**config.mk**
```make
export PLATFORM = sky130hd
export DESIGN_NAME = nand_status_gen
export DESIGN_NICKNAME = d
export VERILOG_FILES = /design/src/rtl/nand_status_pkg.sv /design/src/rtl/nst_cmd_decode.sv /design/src/rtl/nst_op_tracker.sv /design/src/rtl/nst_byte_build.sv /design/src/rtl/nand_status_gen.sv
export SDC_FILE = /design/constraint.sdc
export NUM_CORES = 1
export LEC_CHECK = 0
export BUFFER_PORTS_ARGS = -buffer_cell sky130_fd_sc_hd__buf_2
export CAP_MARGIN = 20
export CORE_AREA = 4 4 41 43
export CTS_BUF_LIST = sky130_fd_sc_hd__clkbuf_8
export CTS_CLUSTER_DIAMETER = 100
export CTS_CLUSTER_SIZE = 24
export DETAILED_ROUTE_END_ITERATION = 12
export DIE_AREA = 0 0 45 47
export PLACE_DENSITY = 0.8
export SYNTH_ARGS = -nofsm -noshare
export SYNTH_HDL_FRONTEND = slang
export SYNTH_SLANG_ARGS = --single-unit
```
**constraint.sdc**
```tcl
create_clock -name clk -period 2.35 [get_ports clk]
set_clock_uncertainty 0.15 [all_clocks]
set_input_delay 0.3525 -clock clk [delete_from_list [all_inputs] [get_ports clk]]
set_output_delay 0.3525 -clock clk [all_outputs]
set_load 0.05 [all_outputs]
```
**src/rtl/nand_status_pkg.sv**
```systemverilog
package nand_status_pkg;
  typedef enum logic [1:0] {
    SEL_NONE  = 2'd0,
    SEL_STD   = 2'd1,
    SEL_MULTI = 2'd2
  } stat_sel_e;

  localparam logic [7:0] CMD_STD   = 8'h70;
  localparam logic [7:0] CMD_MULTI = 8'h71;

  localparam int BIT_FAIL  = 0;
  localparam int BIT_DIST0 = 1;
  localparam int BIT_READY = 6;
  localparam int BIT_WPN   = 7;
endpackage

```
**src/rtl/nst_cmd_decode.sv**
```systemverilog
module nst_cmd_decode
  import nand_status_pkg::*;
#(
  parameter int CMD_W = 8
) (
  input  logic             clk,
  input  logic             rst,
  input  logic             cmd_valid,
  input  logic [CMD_W-1:0] cmd_byte,
  output stat_sel_e        sel
);
  stat_sel_e sel_q;

  always_ff @(posedge clk) begin
    if (rst) begin
      sel_q <= SEL_NONE;
    end else if (cmd_valid) begin
      if (cmd_byte == CMD_W'(CMD_STD))
        sel_q <= SEL_STD;
      else if (cmd_byte == CMD_W'(CMD_MULTI))
        sel_q <= SEL_MULTI;
      else
        sel_q <= SEL_NONE;
    end
  end

  assign sel = sel_q;

  // selection persists until a command is latched
  a_r9_sel_holds: assert property (@(posedge clk) disable iff (rst)
    !cmd_valid |=> $stable(sel_q));
  // a non-status command deselects status output
  a_r9_other_deselects: assert property (@(posedge clk) disable iff (rst)
    (cmd_valid && cmd_byte != CMD_W'(CMD_STD) && cmd_byte != CMD_W'(CMD_MULTI))
      |=> sel_q == SEL_NONE);
endmodule

```
**src/rtl/nst_op_tracker.sv**
```systemverilog
module nst_op_tracker #(
  parameter int NDIST = 4
) (
  input  logic             clk,
  input  logic             rst,
  input  logic             op_start,
  input  logic             op_done,
  input  logic             pg_done,
  input  logic [NDIST-1:0] pg_fail,
  output logic             busy,
  output logic [NDIST-1:0] fail_flags
);
  logic busy_q;
  logic [NDIST-1:0] flag_q;

  always_ff @(posedge clk) begin
    if (rst)
      busy_q <= 1'b0;
    else if (op_start)
      busy_q <= 1'b1;
    else if (op_done)
      busy_q <= 1'b0;
  end

  for (genvar d = 0; d < NDIST; d++) begin : g_dist
    always_ff @(posedge clk) begin
      if (rst || op_start)
        flag_q[d] <= 1'b0;
      else if (busy_q && pg_done && pg_fail[d])
        flag_q[d] <= 1'b1;
    end
  end

  assign busy       = busy_q;
  assign fail_flags = flag_q;

  // start makes busy and clears flags
  a_r4_start_clears: assert property (@(posedge clk) disable iff (rst)
    op_start |=> (busy_q && flag_q == '0));
  // done returns to ready
  a_r5_done_ready: assert property (@(posedge clk) disable iff (rst)
    (op_done && !op_start) |=> !busy_q);
  // nothing moves the flags while ready
  a_r6_idle_flags_stable: assert property (@(posedge clk) disable iff (rst)
    (!busy_q && !op_start) |=> $stable(flag_q));
  // flags only accumulate during an operation
  a_r6_sticky: assert property (@(posedge clk) disable iff (rst)
    (busy_q && !op_start) |=> ((flag_q & $past(flag_q)) == $past(flag_q)));
endmodule

```
**src/rtl/nst_byte_build.sv**
```systemverilog
module nst_byte_build
  import nand_status_pkg::*;
#(
  parameter int NDIST = 4,
  parameter int DW    = 8
) (
  input  logic             clk,
  input  logic             rst,
  input  logic             rd_en,
  input  stat_sel_e        sel,
  input  logic             busy,
  input  logic [NDIST-1:0] fail_flags,
  input  logic             wp_n,
  output logic [DW-1:0]    dq_out,
  output logic             dq_oe
);
  logic [DW-1:0] status_b;
  logic          any_fail;
  logic          show;

  assign any_fail = |fail_flags;
  assign show     = rd_en && (sel != SEL_NONE);

  always_comb begin
    status_b            = '0;
    status_b[BIT_WPN]   = wp_n;
    status_b[BIT_READY] = !busy;
    if (!busy) begin
      status_b[BIT_FAIL] = any_fail;
      if (sel == SEL_MULTI) begin
        for (int d = 0; d < NDIST; d++)
          status_b[BIT_DIST0 + d] = fail_flags[d];
      end
    end
  end

  always_ff @(posedge clk) begin
    if (rst) begin
      dq_out <= '0;
      dq_oe  <= 1'b0;
    end else begin
      dq_oe  <= show;
      dq_out <= show ? status_b : '0;
    end
  end

  // no drive without a status read
  a_r10_quiet: assert property (@(posedge clk) disable iff (rst)
    !show |=> (!dq_oe && dq_out == '0));
  // busy masks pass/fail and ready bits
  a_r7_busy_mask: assert property (@(posedge clk) disable iff (rst)
    (show && busy) |=> (dq_out[4:0] == 5'd0 && !dq_out[BIT_READY]));
  // protect bit follows write-protect input
  a_r8_wp_bit: assert property (@(posedge clk) disable iff (rst)
    show |=> dq_out[BIT_WPN] == $past(wp_n));
  // ordinary status never shows district bits
  a_r2_std_no_dist: assert property (@(posedge clk) disable iff (rst)
    (show && sel == SEL_STD) |=> dq_out[5:1] == 5'd0);
endmodule

```
**src/rtl/nand_status_gen.sv**
```systemverilog
module nand_status_gen
  import nand_status_pkg::*;
#(
  parameter int NDIST = 4,
  parameter int DW    = 8
) (
  input  logic             clk,
  input  logic             rst,
  input  logic             cmd_valid,
  input  logic [DW-1:0]    cmd_byte,
  input  logic             rd_en,
  input  logic             wp_n,
  input  logic             op_start,
  input  logic             op_done,
  input  logic             pg_done,
  input  logic [NDIST-1:0] pg_fail,
  output logic [DW-1:0]    dq_out,
  output logic             dq_oe
);
  stat_sel_e        sel;
  logic             busy;
  logic [NDIST-1:0] fail_flags;

  nst_cmd_decode #(.CMD_W(DW)) u_cmd (
    .clk(clk), .rst(rst), .cmd_valid(cmd_valid), .cmd_byte(cmd_byte), .sel(sel)
  );

  nst_op_tracker #(.NDIST(NDIST)) u_trk (
    .clk(clk), .rst(rst), .op_start(op_start), .op_done(op_done),
    .pg_done(pg_done), .pg_fail(pg_fail), .busy(busy), .fail_flags(fail_flags)
  );

  nst_byte_build #(.NDIST(NDIST), .DW(DW)) u_byte (
    .clk(clk), .rst(rst), .rd_en(rd_en), .sel(sel), .busy(busy),
    .fail_flags(fail_flags), .wp_n(wp_n), .dq_out(dq_out), .dq_oe(dq_oe)
  );
endmodule

```
==> results.yml, run 1 <==
power_and_ir_drop:
  peakVddDrop_uv: 313
  p_leak_uw: 0.000339
  swShare_pct: 21.6
  pwr-share-clk_pct: 41.0
  p_seq_share_pct: 52.1
  p_sw_uw: 108
  pwr-share-comb_pct: 6.9
  intPower_uw: 392
  power_density_mw_per_mm2: 701
worst_setup_path:
  timing.critical_path.fanout_max: 1
  timing.rr.start: "u_trk.busy"
  crit_cells: 1
  critical-path-top-delay-family: "flip-flops"
  cpPeakStageDelay_ps: 310
  r2r_cells: 2
  crit_path_end_kind: "output pin"
  cp.arrival_ps: 810
  reg2reg_slack_ps: 1200
  worstPathCellList: "buf_2"
  start_kind: "register"
  endpoint: "dq_out[6]"
  cpMaxStageDelayCell: "dfxtp_1"
  timing.rr.end: "u_byte.dq_out[3]"
  required_ps: 1850
  critPathKind: "register to output pin"
  worst-path-buf-inv: 1
  startpoint: "u_byte.dq_out[6]"
global_routing:
  grt_first_pass_wirelength_um: 1650
  grt_usage_pct: 11.7
  antenna_found_initial: 0
  gr-total-overflow: 0
  grt_max_degree: 12
  grt_pass1_vias: 427
synthesis:
  ys_types: 18
  synth_ff_type: "dfxtp_1"
  synth_area_um2: 537
  yosysTopAreaCellShare_pct: 55.9
  async_reset_ff_share_pct: 0
  synth_warnings: 0
  synth.net_count: 69
  ys_ff_latch: 15
  synth.most_common_cell: "dfxtp_1"
  syn_avg_cell_area_um2: 11.0
  synthCells: 49
  yosys-top-cells-count: "dfxtp_1 (15), nor3_1 (5), a31oi_1 (4), and3_1 (4)"
  ys_seq_area_share_pct: 55.9
  netlist_top_cells_area: "dfxtp_1 (56%), a31oi_1 (4.7%), and3_1 (4.7%), nor3_1 (4.7%), nor4b_4 (4.4%)"
  synth-edff-count: 0
  synth_area_leader_cell: "dfxtp_1"
clock_network:
  cts.htree.levels: 1
  cts_resized: 0
  cts_buffers: 3
  cts_tree: "built"
  clk_path_buf_depth: 2
  cts_setup_buffers: 0
  clk_latency_ps: 250
  cts.sinks: 15
  clk_pin_slew_worst_paths_ps: 60
  ctsRootBufferMaster: "clkbuf_8"
  ctsHoldBuffers: 0
routing:
  drt_iter0_drc: 6
  ant_nets: 0
  drc: 0
  vias: 472
  routed_wl_um: 1120
  wl_per_cell_um: 12.2
  via_per_inst: 5.13
  first_pass_iters: 3
run:
  cap_violations: 0
floorplan:
  dieArea_mm2: 0.00212
  io_pins: 29
  std_cell_rows: 13
  initial_utilization_pct: 41.3
  dieWidth_um: 45
  core_mm2: 0.00130
  die_h_um: 47
min_path:
  min_path_cells: 2
  hp-class: "input port to register"
timing:
  setup_violations: 0
  max_freq_mhz: 760
  fin_ws_ps: 1030
  fin_crit_sh_pct: 56.0
  fin_crit_ps: 1320
  hold_viol: 0
  grt_setup_unrepaired: "no"
  slew_viol_final: 0
  tns_ps: 0
place:
  preCtsSetupSlack_ps: 1080
  portBuffers: 27
  hpwl_um: 910
  place.gp.congestion: 0.723
  placed_area_um2: 667
  place_inst: 88
cells_and_area:
  layout.cells.non_filler: 92
  drive_above_1_share_pct: 41.6
  area_delta_synth_final_pct: 32.9
  postLayoutCellArea_um2: 713
  nNetsFinal: 98
  num_antenna_cells: 0
outcome:
  status: "completed"
==> kinds of logic (layout without fill, tap and decap cells) <==
kind of cell	count (synthesis)	count (layout)	synth area share [%]
AOI/OAI and AO/OA	7	7	8.86
buffers and inverters	5	33	5.83
DFF	15	15	55.9
other	1	1	0.699
and+or+nand+nor	21	21	28.7
==> how the worst min path moves through the flow <==
| stage | startpoint | to | slack, ps |
|---|---|---|---|
| global route | cmd_byte[0] | u_cmd.sel[0] | 160 |
| CTS | cmd_byte[0] | u_cmd.sel[0] | 150 |
| floorplan | op_start | u_trk.fail_flags[0] | 280 |
| global placement | u_trk.fail_flags[0] | u_byte.dq_out[1] | 350 |
| detailed placement | u_trk.fail_flags[0] | u_byte.dq_out[1] | 350 |
| finish | cmd_byte[0] | u_cmd.sel[0] | 160 |
==> routing by layer <==
layer / vias to the layer above / track usage (%) / part of all wire, % / wire length (um)
li1: 236 / - / - / -
met5: - / 0 / 0 / 0
met3: 4 / 6.90 / 10 / 114
met2: 18 / 19.5 / 50 / 564
met1: 214 / 10.5 / 37 / 417
met4: 0 / 8.77 / 2.4 / 27
==> state kept, by name, summed over array words and instances (netlist names) <==
| signal | cells |
|---|---|
| u_byte.dq_out | 7 |
| u_trk.busy | 1 |
| u_byte.dq_oe | 1 |
| u_trk.fail_flags | 4 |
| u_cmd.sel | 2 |
==> power groups by stage <==
stage | Clock (uW) | Sequential (uW) | Combinational (uW)
after CTS | 210 | 261 | 35.2
final | 205 | 261 | 34.6
after global routing | 221 | 261 | 38.6
after global placement | 0 | 266 | 33.5
after detailed placement | 0 | 266 | 35.1
after floorplan | 0 | 263 | 21.9
==> final cells by class <==
| type | instances | area [um^2] |
|---|---|---|
| clock buffer | 3 | 41.3 |
| clock inverter | 1 | 5.00 |
| fill | 130 | 588 |
| inverter | 2 | 7.51 |
| multi-input combinational | 29 | 205 |
| sequential | 15 | 300 |
| tap | 15 | 18.8 |
| timing repair buffer | 27 | 135 |
==> metrics by stage <==
stage / total power [uW] / hold WS [ps] / utilization, %
2_1_floorplan: 285 / 282 / -
3_3_place_gp: 299 / 352 / 51.2
3_5_place_dp: 301 / 350 / 51.2
4_1_cts: 506 / 154 / 54.8
5_1_grt: 520 / 162 / 54.8
6_report: 500 / 159 / 54.8
==> placed cells by master (no fill, tap or decap) <==
master / n
a21oi_1: 1
clkbuf_8: 3
nand2b_1: 2
conb_1: 1
o41ai_1: 2
or3b_1: 2
dfxtp_1: 15
nor4b_4: 1
nor3b_1: 1
nor3_1: 5
clkinv_2: 1
nor4_1: 2
a31oi_1: 4
and3_1: 4
buf_2: 27
nor2_1: 2
inv_1: 2
nand4bb_1: 2
Note: power is estimated with default switching activity, not from simulation.
==> inputs of run 2 (changes only) <==
--- a/config.mk
+++ b/config.mk
@@ -7,13 +7,13 @@
 export LEC_CHECK = 0
 export BUFFER_PORTS_ARGS = -buffer_cell sky130_fd_sc_hd__buf_2
 export CAP_MARGIN = 20
-export CORE_AREA = 4 4 41 43
+export CORE_MARGIN = 4
+export CORE_UTILIZATION = 40
 export CTS_BUF_LIST = sky130_fd_sc_hd__clkbuf_8
 export CTS_CLUSTER_DIAMETER = 100
 export CTS_CLUSTER_SIZE = 24
 export DETAILED_ROUTE_END_ITERATION = 12
-export DIE_AREA = 0 0 45 47
-export PLACE_DENSITY = 0.8
+export PLACE_DENSITY = 0.83
 export SYNTH_ARGS = -nofsm -noshare
 export SYNTH_HDL_FRONTEND = slang
 export SYNTH_SLANG_ARGS = --single-unit
==> constraint.sdc (replaced) <==
create_clock -name clk -period 1.2 [get_ports clk]
set_clock_uncertainty 0.15 [all_clocks]
set_input_delay 0.18 -clock clk [delete_from_list [all_inputs] [get_ports clk]]
set_output_delay 0.18 -clock clk [all_outputs]
set_load 0.05 [all_outputs]
==> run 2 against run 1 <==
- worst setup slack worse by 960 ps
- utilization up 5.8 points
- routed wire length up 2.1%
- largest cell class unchanged
- largest power group unchanged
==> results.yml, run 2 (synthesized netlist as in run 1, its figures left out) <==
cells_and_area:
  final_common_cell: "buf_2"
  nNetsFinal: 99
  num_antenna_cells: 0
  largest_reg_flops: 7
  drive_above_1_share_pct: 42.3
  area_delta_synth_final_pct: 34.0
  nFillCells: 108
  layout_common_cells: "buf_2 (27), dfxtp_1 (15), nor3_1 (5)"
  top_register: "u_byte.dq_out"
power_and_ir_drop:
  p_leak_uw: 0.000344
  power.total_uw: 983
  pwr-share-clk_pct: 40.7
  pwr-share-comb_pct: 7.7
  swShare_pct: 21.6
  p_sw_uw: 212
  p_seq_share_pct: 51.6
  intPower_uw: 770
  power_density_mw_per_mm2: 1370
  peakVddDrop_uv: 714
worst_setup_path:
  start_kind: "register"
  required_ps: 870
  cpMaxStageDelayCell: "dfxtp_1"
  timing.rr.start: "u_cmd.sel[0]"
  worstPathCellList: "buf_2"
  crit_path_end_kind: "output pin"
  timing.critical_path.fanout_max: 1
  cpPeakStageDelay_ps: 300
  critPathKind: "register to output pin"
  cp.arrival_ps: 800
  critical-path-top-delay-family: "flip-flops"
  startpoint: "u_byte.dq_out[2]"
  r2r_cells: 2
  crit_cells: 1
  worst-path-buf-inv: 1
global_routing:
  grt_first_pass_wirelength_um: 1920
  grt_pass1_vias: 470
  gr-total-overflow: 0
  grt_max_degree: 12
  grt_usage_pct: 13.6
  antenna_found_initial: 0
routing:
  ant_nets: 0
  routed_wl_um: 1150
  drc: 0
  route.met3.wl_um: 98
  met2_length_um: 536
  drt_iter0_drc: 3
  first_pass_iters: 3
  wl_met1_um: 479
  wl_per_cell_um: 12.5
  top_layer: "met4"
  vias: 460
  via_per_inst: 5.00
timing:
  fin_crit_ps: 1130
  grt_setup_unrepaired: "no"
  setup_violations: 0
  max_freq_mhz: 885
  fin_crit_sh_pct: 94.2
  tns_ps: 0
  hold_viol: 0
  slew_viol_final: 0
place:
  portBuffers: 27
  hpwl_um: 904
  place.gp.congestion: 0.714
floorplan:
  core_mm2: 0.00119
  dieArea_mm2: 0.00199
  initial_utilization_pct: 45.3
  die_h_um: 44.6
  std_cell_rows: 12
  dieWidth_um: 44.6
  io_pins: 29
clock_network:
  clk_pin_slew_worst_paths_ps: 60
  cts.sinks: 15
  clk_path_buf_depth: 2
  cts_tree: "built"
  cts.htree.levels: 1
  clk_latency_ps: 250
  cts_buffers: 3
  ctsRootBufferMaster: "clkbuf_8"
run:
  cap_violations: 0
min_path:
  hp-start: "cmd_byte[0]"
  hp-class: "input port to register"
  min_path_cells: 2
outcome:
  status: "completed"
==> run 2: worst register-to-register path, stage by stage (launching register included) <==
cell and delay, ps:
dfxtp_1 400, or3b_1 360, o41ai_1 70
==> run 2: metrics by stage <==
stage                     hold WS (ps)  setup WS [ps]  instances  util, %  cell area (um^2)
after floorplan                    109            131         49        -               537
after global placement             252            130         88     56.8               673
after detailed placement           257           82.5         88     56.8               673
after CTS                        -1.79           61.9         92     60.7               719
after global routing              3.08           43.1         92     60.7               719
final                            0.364           70.0         92     60.7               719
==> run 2: layer usage <==
metal	up-vias	track usage, %
li1	237	-
met1	198	14.6
met2	20	21.8
met3	5	4.07
met4	0	10.8
met5	-	0
==> run 2: cell type report <==
| type | count | area [um^2] | area share [%] |
|---|---|---|---|
| repair buffers | 28 | 143 | 19.8 |
| flip-flops and latches | 15 | 300 | 41.7 |
| multi-input cells | 29 | 205 | 28.5 |
| inverters | 2 | 7.51 | 1.04 |
| well taps | 14 | 17.5 | 2.43 |
| clock buffers | 3 | 41.3 | 5.74 |
| clock inverters | 1 | 5.00 | 0.696 |
==> run 2: final timing paths <==
check                           slack (ps)                to
worst max-delay path                    70         dq_out[2]
worst min-delay path                   0.4      u_cmd.sel[0]
worst max register to register         110      u_cmd.sel[0]
worst min register to register         370  u_byte.dq_out[1]
==> run 2: timing repair <==
| item | 4_1_cts | 5_1_grt |
|---|---|---|
| hold endpoints to repair | 1 | 0 |
| gates resized for setup | 0 | 0 |
| buffers inserted | 0 | 0 |
==> run 2: power groups by stage <==
| stage | Clock, uW | Sequential [uW] | Combinational [uW] |
|---|---|---|---|
| global route | 433 | 507 | 85.1 |
| global placement | 0 | 518 | 71.8 |
| finish | 400 | 507 | 75.6 |
| detailed placement | 0 | 518 | 74.7 |
| floorplan | 0 | 516 | 42.9 |
| CTS | 408 | 507 | 75.7 |
==> inputs of run 3 (changes only) <==
--- a/config.mk
+++ b/config.mk
@@ -5,6 +5,7 @@
 export SDC_FILE = /design/constraint.sdc
 export NUM_CORES = 1
 export LEC_CHECK = 0
+export ABC_AREA = 1
 export BUFFER_PORTS_ARGS = -buffer_cell sky130_fd_sc_hd__buf_2
 export CAP_MARGIN = 20
 export CORE_MARGIN = 4
@@ -13,7 +14,7 @@
 export CTS_CLUSTER_DIAMETER = 100
 export CTS_CLUSTER_SIZE = 24
 export DETAILED_ROUTE_END_ITERATION = 12
-export PLACE_DENSITY = 0.83
+export PLACE_DENSITY = 0.82
 export SYNTH_ARGS = -nofsm -noshare
 export SYNTH_HDL_FRONTEND = slang
 export SYNTH_SLANG_ARGS = --single-unit
==> run 3 against run 2 <==
- synthesized cell count up 43%
- via count up 12%
- final area up 2.6%
- power down 1.2%
- routed wire length up 0.96%
- die area up 1.5%
- register-to-register slack better by 80 ps
- worst setup slack worse by 13 ps
- count of clock-buffer cells in the layout unchanged
- largest cell class unchanged
- largest power group unchanged
==> results.yml, run 3 <==
place:
  portBuffers: 27
  placed_area_um2: 693
  preCtsSetupSlack_ps: 184
  place.gp.congestion: 0.711
  hpwl_um: 966
routing:
  ant_nets: 0
  drt_iter0_drc: 10
  routed_wl_um: 1160
  vias: 517
  first_pass_iters: 3
  wl_per_cell_um: 10.1
  drc: 0
  via_per_inst: 4.50
worst_setup_path:
  start_kind: "register"
  timing.rr.end: "u_byte.dq_out[0]"
  worst-path-buf-inv: 1
  reg2reg_slack_ps: 190
  cpPeakStageDelay_ps: 310
  cp.arrival_ps: 810
  crit_path_end_kind: "output pin"
  worstPathCellList: "buf_2"
  cpMaxStageDelayCell: "dfxtp_1"
  required_ps: 870
  timing.critical_path.fanout_max: 1
  timing.rr.start: "u_cmd.sel[0]"
  r2r_cells: 5
  critPathKind: "register to output pin"
  endpoint: "dq_out[3]"
  startpoint: "u_byte.dq_out[3]"
  crit_cells: 1
  critical-path-top-delay-family: "flip-flops"
synthesis:
  synth_ff_type: "dfxtp_1"
  ys_seq_area_share_pct: 54.9
  netlist_top_cells_area: "dfxtp_1 (55%), inv_1 (9.6%), nor2_1 (9.6%), a21oi_1 (5.5%), nand3_1 (5.5%)"
  ys_types: 15
  async_reset_ff_share_pct: 0
  synthCells: 70
  yosys-top-cells-count: "dfxtp_1 (15), inv_1 (14), nor2_1 (14)"
  ys_ff_latch: 15
  synth-edff-count: 0
  synth.most_common_cell: "dfxtp_1"
  synth_area_leader_cell: "dfxtp_1"
  yosysTopAreaCellShare_pct: 54.9
  synth_warnings: 0
  syn_avg_cell_area_um2: 7.81
  synth.net_count: 90
  synth_area_um2: 547
cells_and_area:
  postLayoutCellArea_um2: 738
  utilization_pct: 56.7
  drive_above_1_share_pct: 34.0
  regArea_um2: 300
  area_delta_synth_final_pct: 35.0
  nNetsFinal: 121
  layout_common_cells: "buf_2 (27), inv_1 (15), dfxtp_1 (15)"
  largest_reg_flops: 7
  num_antenna_cells: 0
  final_common_cell: "buf_2"
  nFillCells: 133
  multi_input_area_um2: 183
  top_register: "u_byte.dq_out"
timing:
  max_freq_mhz: 875
  grt_setup_unrepaired: "no"
  setup_violations: 0
  tns_ps: 0
  fin_crit_sh_pct: 95.2
  fin_ws_ps: 57.2
  fin_crit_ps: 1140
  hold_viol: 0
  slew_viol_final: 0
global_routing:
  grt_usage_pct: 12.6
  grt_max_degree: 9
  gr-total-overflow: 0
  antenna_found_initial: 0
  grt_pass1_vias: 494
  grt_first_pass_wirelength_um: 1830
clock_network:
  cts_setup_buffers: 0
  ctsRootBufferMaster: "clkbuf_8"
  cts_buffers: 3
  cts_tree: "built"
  cts_resized: 0
  clk_latency_ps: 240
  clk_path_buf_depth: 2
  cts.htree.levels: 1
  ctsHoldBuffers: 0
  clk_pin_slew_worst_paths_ps: 60
  cts.sinks: 15
floorplan:
  initial_utilization_pct: 42.0
  die_h_um: 45.0
  core_mm2: 0.00130
  std_cell_rows: 13
  io_pins: 29
  dieWidth_um: 45.0
  dieArea_mm2: 0.00202
run:
  cap_violations: 0
min_path:
  hp-class: "input port to register"
power_and_ir_drop:
  power_density_mw_per_mm2: 1310
  p_leak_uw: 0.000381
  peakVddDrop_uv: 747
outcome:
  status: "completed"
## run 3: worst min path at each step
stage / from / endpoint / slack (ps) / cells past startpoint
after floorplan: rst / u_cmd.sel[0] / 100 / 1
after global placement: op_start / u_trk.busy / 260 / 3
after detailed placement: wp_n / u_byte.dq_out[7] / 260 / 3
after CTS: wp_n / u_byte.dq_out[7] / 4 / 3
after global routing: wp_n / u_byte.dq_out[7] / 20 / 3
final: wp_n / u_byte.dq_out[7] / 3 / 3
## run 3: cells by family after synthesis
family | share of synthesized area (%)
simple gates | 27.2
buf+inv | 11.7
flops | 54.9
compound gates | 5.49
other cells | 0.686
## run 3: power breakdown
group	switching, uW	leakage, uW	internal (uW)
Sequential	4.33	0.000121	503
Combinational	39.1	0.000233	33.6
Clock	165	0.0000269	226
Total	208	0.000381	763
## run 3: layout make-up
| class | count | share of cell area [%] |
|---|---|---|
| well taps | 15 | 2.54 |
| clock buffers | 3 | 5.59 |
| flip-flops and latches | 15 | 40.7 |
| clock inverters | 1 | 0.508 |
| multi-input cells | 39 | 24.7 |
| inverters | 15 | 7.63 |
| repair buffers | 27 | 18.3 |
## run 3: worst min-delay path, stage by stage
cell	delay [ps]
buf_2	90
inv_1	40
nor2_1	30
## run 3: metrics by stage
| step | instances | power [uW] | hold slack (ps) |
|---|---|---|---|
| final | 115 | 971 | 3.21 |
| after detailed placement | 111 | 590 | 257 |
| after CTS | 115 | 970 | 4.35 |
| after global placement | 111 | 587 | 255 |
| after floorplan | 70 | 551 | 99.1 |
| after global routing | 115 | 1010 | 17.1 |
## run 3: routing by layer
metal / share of wire [%] / GRT usage, %
met2: 55 / 22.9
met1: 36 / 11.8
met3: 6.0 / 2.79
met4: 3.0 / 10.5
met5: 0 / 0
